[config.mk]
export PLATFORM = sky130hd
export DESIGN_NAME = ireg_bridge
export DESIGN_NICKNAME = d
export VERILOG_FILES = /design/src/rtl/ireg_pkg.sv /design/src/rtl/ireg_decode.sv /design/src/rtl/ireg_seq.sv /design/src/rtl/ireg_regs.sv /design/src/rtl/ireg_bridge.sv
export SDC_FILE = /design/constraint.sdc
export NUM_CORES = 1
export LEC_CHECK = 0
export ABC_AREA = 1
export BUFFER_PORTS_ARGS = -buffer_cell sky130_fd_sc_hd__buf_2
export CAP_MARGIN = 0
export CORE_MARGIN = 5
export CORE_UTILIZATION = 42
export DETAILED_ROUTE_END_ITERATION = 16
export GPL_ROUTABILITY_DRIVEN = 0
export GPL_TIMING_DRIVEN = 1
export PLACE_DENSITY = 0.71
export SETUP_SLACK_MARGIN = 0.2
export SLEW_MARGIN = 20
export SYNTH_ARGS = -nofsm -noshare
export SYNTH_HDL_FRONTEND = slang
export SYNTH_SLANG_ARGS = --single-unit
[constraint.sdc]
create_clock -name clk_i -period 4.9 [get_ports clk_i]
set_input_delay 0.98 -clock clk_i [delete_from_list [all_inputs] [get_ports clk_i]]
set_output_delay 0.98 -clock clk_i [all_outputs]
set_load 0.05 [all_outputs]
[src/rtl/ireg_pkg.sv]
package ireg_pkg;
  localparam int WORD_W   = 64;
  localparam int BYTE_W   = 8;
  localparam int VLD_BIT  = 63;
  localparam int RD_BIT   = 56;
  localparam int OP_LSB   = 57;
  localparam int OP_W     = 4;
  localparam int EXT_LSB  = 32;
  localparam int EXT_W    = 3;

  localparam logic [OP_W-1:0]  OP_DIV   = 4'd4;
  localparam logic [OP_W-1:0]  OP_EXT   = 4'd6;
  localparam logic [EXT_W-1:0] EXT_DATA = 3'd1;
  localparam logic [EXT_W-1:0] EXT_CTL  = 3'd2;
  localparam logic [EXT_W-1:0] EXT_CLK  = 3'd3;
  localparam logic [EXT_W-1:0] EXT_SRST = 3'd7;

  typedef enum logic [2:0] {
    TGT_NONE,
    TGT_DIV,
    TGT_DATA,
    TGT_CTL,
    TGT_CLK,
    TGT_SRST
  } tgt_e;
endpackage

[src/rtl/ireg_decode.sv]
module ireg_decode
  import ireg_pkg::*;
(
  input  logic [OP_W-1:0]  op_i,
  input  logic [EXT_W-1:0] ext_i,
  output tgt_e             tgt_o
);
  always_comb begin
    tgt_o = TGT_NONE;
    if (op_i == OP_DIV) begin
      tgt_o = TGT_DIV;
    end else if (op_i == OP_EXT) begin
      unique case (ext_i)
        EXT_DATA: tgt_o = TGT_DATA;
        EXT_CTL:  tgt_o = TGT_CTL;
        EXT_CLK:  tgt_o = TGT_CLK;
        EXT_SRST: tgt_o = TGT_SRST;
        default:  tgt_o = TGT_NONE;
      endcase
    end
  end
endmodule

[src/rtl/ireg_seq.sv]
module ireg_seq #(
  parameter int LATENCY = 4
) (
  input  logic clk_i,
  input  logic rst_ni,
  input  logic start_i,
  output logic done_o
);
  localparam int CW = (LATENCY > 1) ? $clog2(LATENCY) : 1;
  localparam logic [CW-1:0] LAST = CW'(LATENCY - 1);

  logic          active_q;
  logic [CW-1:0] cnt_q;

  assign done_o = active_q && (cnt_q == LAST);

  always_ff @(posedge clk_i or negedge rst_ni) begin
    if (!rst_ni) begin
      active_q <= 1'b0;
      cnt_q    <= '0;
    end else if (start_i) begin
      active_q <= 1'b1;
      cnt_q    <= '0;
    end else if (done_o) begin
      active_q <= 1'b0;
      cnt_q    <= '0;
    end else if (active_q) begin
      cnt_q <= cnt_q + 1'b1;
    end
  end
endmodule

[src/rtl/ireg_regs.sv]
module ireg_regs
  import ireg_pkg::*;
#(
  parameter logic [BYTE_W-1:0] DIV_RST = 8'h18
) (
  input  logic              clk_i,
  input  logic              rst_ni,
  input  logic              acc_i,
  input  logic              rd_i,
  input  tgt_e              tgt_i,
  input  logic [BYTE_W-1:0] wdata_i,
  input  logic [BYTE_W-1:0] status_i,
  output logic [BYTE_W-1:0] rdata_o,
  output logic [BYTE_W-1:0] div_o,
  output logic [BYTE_W-1:0] clkctl_o,
  output logic [BYTE_W-1:0] ctl_o,
  output logic [BYTE_W-1:0] data_o
);
  logic wr_en;
  assign wr_en = acc_i && !rd_i;

  always_ff @(posedge clk_i or negedge rst_ni) begin
    if (!rst_ni) begin
      div_o    <= DIV_RST;
      clkctl_o <= '0;
      ctl_o    <= '0;
      data_o   <= '0;
    end else if (wr_en) begin
      unique case (tgt_i)
        TGT_DIV:  div_o    <= wdata_i;
        TGT_DATA: data_o   <= wdata_i;
        TGT_CTL:  ctl_o    <= wdata_i;
        TGT_CLK:  clkctl_o <= wdata_i;
        TGT_SRST: begin
          div_o    <= DIV_RST;
          clkctl_o <= '0;
          ctl_o    <= '0;
          data_o   <= '0;
        end
        default: ;
      endcase
    end
  end

  // selector 3 is shared: writes hit clock control, reads see status
  always_comb begin
    unique case (tgt_i)
      TGT_DIV:  rdata_o = div_o;
      TGT_DATA: rdata_o = data_o;
      TGT_CTL:  rdata_o = ctl_o;
      TGT_CLK:  rdata_o = status_i;
      default:  rdata_o = '0;
    endcase
  end
endmodule

[src/rtl/ireg_bridge.sv]
module ireg_bridge
  import ireg_pkg::*;
#(
  parameter int                LATENCY = 4,
  parameter logic [BYTE_W-1:0] DIV_RST = 8'h18
) (
  input  logic              clk_i,
  input  logic              rst_ni,
  input  logic              host_wr_i,
  input  logic [WORD_W-1:0] host_wdata_i,
  output logic [WORD_W-1:0] host_word_o,
  input  logic [BYTE_W-1:0] status_i,
  output logic [BYTE_W-1:0] div_o,
  output logic [BYTE_W-1:0] clkctl_o,
  output logic [BYTE_W-1:0] ctl_o,
  output logic [BYTE_W-1:0] data_o
);
  logic [WORD_W-1:0] word_q;
  logic              accept;
  logic              done;
  tgt_e              tgt;
  logic [BYTE_W-1:0] rdata;

  assign host_word_o = word_q;
  // busy word swallows any host write, also in its final cycle
  assign accept = host_wr_i && !word_q[VLD_BIT] && host_wdata_i[VLD_BIT];

  ireg_decode u_dec (
    .op_i  (word_q[OP_LSB +: OP_W]),
    .ext_i (word_q[EXT_LSB +: EXT_W]),
    .tgt_o (tgt)
  );

  ireg_seq #(.LATENCY(LATENCY)) u_seq (
    .clk_i   (clk_i),
    .rst_ni  (rst_ni),
    .start_i (accept),
    .done_o  (done)
  );

  ireg_regs #(.DIV_RST(DIV_RST)) u_regs (
    .clk_i    (clk_i),
    .rst_ni   (rst_ni),
    .acc_i    (done),
    .rd_i     (word_q[RD_BIT]),
    .tgt_i    (tgt),
    .wdata_i  (word_q[BYTE_W-1:0]),
    .status_i (status_i),
    .rdata_o  (rdata),
    .div_o    (div_o),
    .clkctl_o (clkctl_o),
    .ctl_o    (ctl_o),
    .data_o   (data_o)
  );

  always_ff @(posedge clk_i or negedge rst_ni) begin
    if (!rst_ni) begin
      word_q <= '0;
    end else if (accept) begin
      word_q <= host_wdata_i;
    end else if (done) begin
      word_q[VLD_BIT] <= 1'b0;
      if (word_q[RD_BIT]) word_q[BYTE_W-1:0] <= rdata;
    end
  end
endmodule

=== Word level (Yosys, flattened, before mapping) ===
Cells that the tools add are included.

* Add/subtract/negate cells: 1
* Equal/unequal tests: 12
* Muxes and demuxes: 17
* Reductions and logical operators: 18

{| class="wikitable"
|+ Operators by type and width
! operator !! number
|-
| $pmux 8 s2 || 4
|-
| $pmux 8 s4 || 1
|-
| $mux 8 || 3
|-
| $eq 3x2->1 const B || 4
|-
| $pmux 3 s4 || 1
|-
| $reduce_bool 2->1 || 6
|-
| $reduce_and 2->1 || 5
|-
| $eq 3x3->1 const B || 3
|-
| $eq 4x3->1 const B || 2
|-
| $eq 3x1->1 const B || 2
|-
| $mux 2 || 3
|-
| $mux 3 || 2
|-
| $logic_and 1x1->1 || 4
|-
| $mux 1 || 3
|-
| $reduce_bool 3->1 || 1
|-
| $add 2x1->2 const B || 1
|-
| $eq 2x2->1 const B || 1
|-
| $logic_not 1->1 || 2
|}

* Register bits after elaboration: 99
* Output and inout bits: 96
* Word-level logic and storage cells: 57

=== Depth between registers and ports, before layout ===
* Depth after elaboration: 9
* Gate-level depth with buffers: 10

=== Hierarchy ===
A second synthesis with hierarchy kept.

* Cell total of the unflattened synthesis: 566
* Area, all modules: 4,521.8 um^2

{| class="wikitable"
|+ By module, submodules not included
! module !! times used !! cells an instance !! area each (um^2)
|-
| ireg_bridge || 1 || 298 || 2,576.2
|-
| ireg_regs || 1 || 230 || 1,701.6
|-
| ireg_seq || 1 || 18 || 146.4
|-
| ireg_decode || 1 || 20 || 97.6
|}

=== Worst setup path before layout ===
No wires, ideal clock.

* Kind: input -> register
* From: input host_wr_i
* To: register word_q[45] (netlist: host_word_o[45])
* Setup time: 119 ps
* Data arrival time: 1,945 ps
* Required time: 4,781 ps
* Path slack: 2,836 ps
* Stages: 7
* Buffers on the path: 2
* Cell sequence: inv_1 > nor3_2 > inv_2 > clkbuf_1 > clkbuf_1 > nand2_1 > nand2_1

* Word-level cells in the longest chain between the ends: 2

{| class="wikitable"
|+ Ends and longest elaborated chain
! item !! RTL line !! source
|-
| start: declaration || ireg_bridge.sv:9 || <nowiki>input logic host_wr_i,</nowiki>
|-
| $logic_and 1x1->1 (2 in a row) || ireg_bridge.sv:26 || <nowiki>assign accept = host_wr_i && !word_q[VLD_BIT] && host_wdata_i[VLD_BIT];</nowiki>
|-
| end signal: assignment || ireg_bridge.sv:60 || <nowiki>word_q <= host_wdata_i;</nowiki>
|-
| end: declaration || ireg_bridge.sv:18 || <nowiki>logic [WORD_W-1:0] word_q;</nowiki>
|}

No other way between the ends.
A chain may end at the register's enable or synchronous reset.

=== Worst setup path after layout ===
* From: input host_wr_i
* To: register word_q[0] (netlist: host_word_o[0])

* Word-level cells in the longest chain between the ends: 4
* Elaborated cells between the ends (all ways): 6
* Classes of those cells: 1 x mux; 5 x reduce/logical

{| class="wikitable"
|+ Ends and longest elaborated chain
! item !! RTL line
|-
| $logic_and 1x1->1 * (2 in a row) || ireg_bridge.sv:26
|-
| $reduce_bool 2->1 (no line) || -
|-
| $reduce_and 2->1 (no line) || -
|}

Every way passes the cells marked *; elsewhere a longest branch is shown, timed or not.

==> results.txt <==
CP startpoint kind: input port
Internal Power: 1.79 mW
Initial core utilization: 42.6%
RSZ-0062 raised after global routing: false
Clk root buf: clkbuf_8
Worst setup margin: 1.96 ns
Share of cells above drive strength 1: 32.3%
Hold-fix buffers at CTS: 0
Total negative slack: 0 ns
Sw power: 2.15 mW
Syn nets: 588
Compound-gate portion of the synthesized area: 7.59%
Clock Sinks: 98
Max Fclk: 0.340 GHz
Crit. End Element: flop
Slew of the pin with the lowest slew margin: 0.975 ns
Die width: 112 um
DP Worst Slack: 1.57 ns
Final setup fails: 0
Logic pwr share: 53.1%
Adder-cell share of the synthesized area: 0.289%
Hold Fails Final Rpt: 0
Die Outline Area: 12500 um^2
Floorplan Core Area: 10200 um^2
Ant diodes: 0
Post-Synth Simple-Gate Area: 30.0%
Clock buffer count from CTS: 9
Worst hold slack: 0.473 ns
Post-CTS Resized: 0
Vias in the first global route: 3831
Worst path max stage delay: 0.58 ns
Area Overhead vs Synth: 25.7%
Post-CTS setup buffers: 0
Cell area power density: 722 nW/um^2
Slowest cell on the critical path: inv_2
Largest family of logic cells by synthesized area: simple AND/OR/NAND/NOR gates
Switch share: 54.6%
H-tree depth: 3
Crit path DAT: 3.19 ns
Antenna violations before repair: 2
Slew HR: 34.9%
# rows: 37
DRC: 0
Die height: 112 um
HPWL after DPL: 8.79 mm
Ys flop type: dfrtp_1
Final slew viol count: 0
Clock Latency Late Sink: 0.36 ns
Worst Path Required: 5.14 ns
CTS tree: done
Overall routing resource usage: 19.0%
Pre-Repair DR Iteration Count: 4
Starting DRT DRC Count: 201
Post-synth EDFFs: 0
GR Overflow Total: 0
Status: finished clean
CP Max Fanout: 70
XOR/XNOR Fraction of Synth Area: 0%
Non-filler cells in the finished layout: 813
Io pins: 171
Period utilization: 60.1%
Drt wl/cell: 14.3 um
Via count: 3914
Tot Pwr: 3.94 mW
Register bit total from synthesis: 98
Cell Chain, Critical Path: buf_2, inv_1, nor3_4, buf_4, inv_2, o21ai_2, nand2_1, inv_1, a21oi_1
Routed wire length: 11.6 mm
Nets: 749
First-pass GRT wire length: 19.3 mm
Multiplexer share of the synthesized area: 0%
Power share of the sequential group: 34.1%
Worst min path class: flop to flop
Core Util, Final: 53.5%
Clk_skew: 0.0108 ns
Worst-path clk slew: 0.09 ns
Yosys synthesis warning count: 0
Sequential-to-total area share from yosys stat: 56.6%
Placed inst area: 5260 um^2
Final Cell Area: 5450 um^2
Worst VDD drop: 451 uV
Clk buf depth: 2
Clock power frac: 12.9%
Post-DRT Antenna Nets: 0
PortBufs: 170
Inst Count DP: 798
Syn_area_per_cell: 8.47 um^2
Async S/R FF share, synth: 100%
Mapped Area: 4340 um^2
Tmin final: 2.94 ns
Synth Instances: 512
CP most frequent cell: inv_1
MaxCap Viol Count: 0
Pin count of the biggest net entering global routing: 71
Post-synth cell types: 27
CP Class: input port to flop
Vias/cell: 4.81
Leak: 3.09 nW
[power by group through the flow]
| stage | logic [mW] | registers (mW) | clock network (mW) |
|---|---|---|---|
| global route | 2.22 | 1.39 | 0.568 |
| floorplan | 0.570 | 2.34 | 0 |
| CTS | 2.11 | 1.34 | 0.523 |
| finish | 2.09 | 1.34 | 0.506 |
| detailed placement | 2.11 | 1.35 | 0 |
| global placement | 2.07 | 1.35 | 0 |
[cells in the final DEF, fill, tap and decap left out, drive strengths merged]
cell        n
nand4      17
a21oi       9
o21ai      39
nand3      14
clkbuf     13
dfrtp      96
clkinvlp    1
o22ai       2
nand2     244
nor2       30
inv        32
dfstp       2
ha          1
a22o        1
nor3        3
buf       172
bufinv      1
[final cells by class]
type | count | area, um^2
multi-input cells | 360 | 1650
inverters | 32 | 120
repair buffers | 172 | 868
clock buffers | 13 | 149
well taps | 136 | 170
flip-flops and latches | 98 | 2450
clock inverters | 2 | 37.5
fillers | 1017 | 4730
[cells by family (layout without fill, tap and decap cells)]
logic type | after synthesis | count (layout)
buffers and inverters | 54 | 219
adders and majority gates | 1 | 1
DFF | 98 | 98
and+or+nand+nor | 308 | 308
AOI/OAI and AO/OA | 51 | 51
[per-layer routing]
layer | global-route usage, % | routed length, um | vias to the layer above
li1 | - | - | 1926
met1 | 25.3 | 4990 | 1827
met2 | 29.5 | 5490 | 132
met3 | 6.36 | 930 | 25
met4 | 5.84 | 215 | 4
met5 | 0 | 14 | -
[synth_stat cells, types with 3 or more instances]
library cell,instances,area (um^2)
inv_2,3,11.3
inv_1,29,109
nand3_1,12,60.1
nor2_1,26,97.6
nand4_1,17,106
a21oi_1,9,45.0
dfrtp_1,96,2400
clkbuf_1,8,30.0
nand2_1,239,897
nand2_2,5,31.3
o21ai_2,15,131
nor2_4,3,33.8
buf_2,9,45.0
o21ai_0,23,115
[sequential cells by signal, summed over array words and instances (netlist names)]
register and flops:
host_word_o 63, u_regs.clkctl_o 8, u_regs.ctl_o 8, u_regs.data_o 8
u_regs.div_o 8, u_seq.active_q 1, u_seq.cnt_q 2
[final timing paths]
check                                                  from                            to  slack [ns]  cells after the start
max in group asynchronous                            rst_ni   host_word_o[23]$_DFFE_PN0P_        3.21                      2
worst max register to register   u_seq.active_q$_DFFE_PN0P_    host_word_o[0]$_DFFE_PN0P_        2.22                      7
worst max-delay path                              host_wr_i    host_word_o[0]$_DFFE_PN0P_        1.96                      9
worst min register to register  host_word_o[46]$_DFFE_PN0P_   host_word_o[46]$_DFFE_PN0P_        0.47                      2
min in group asynchronous                            rst_ni  u_regs.data_o[7]$_DFFE_PN0P_        0.66                      1
worst min-delay path            host_word_o[46]$_DFFE_PN0P_   host_word_o[46]$_DFFE_PN0P_        0.47                      2
[worst max-delay path: cells and delay by family]
family,cells,cell delay [ns]
buf+inv,5,1.37
simple gates,2,0.29
compound gates,2,0.50
No activity file was read; power rests on OpenSTA's default activity.
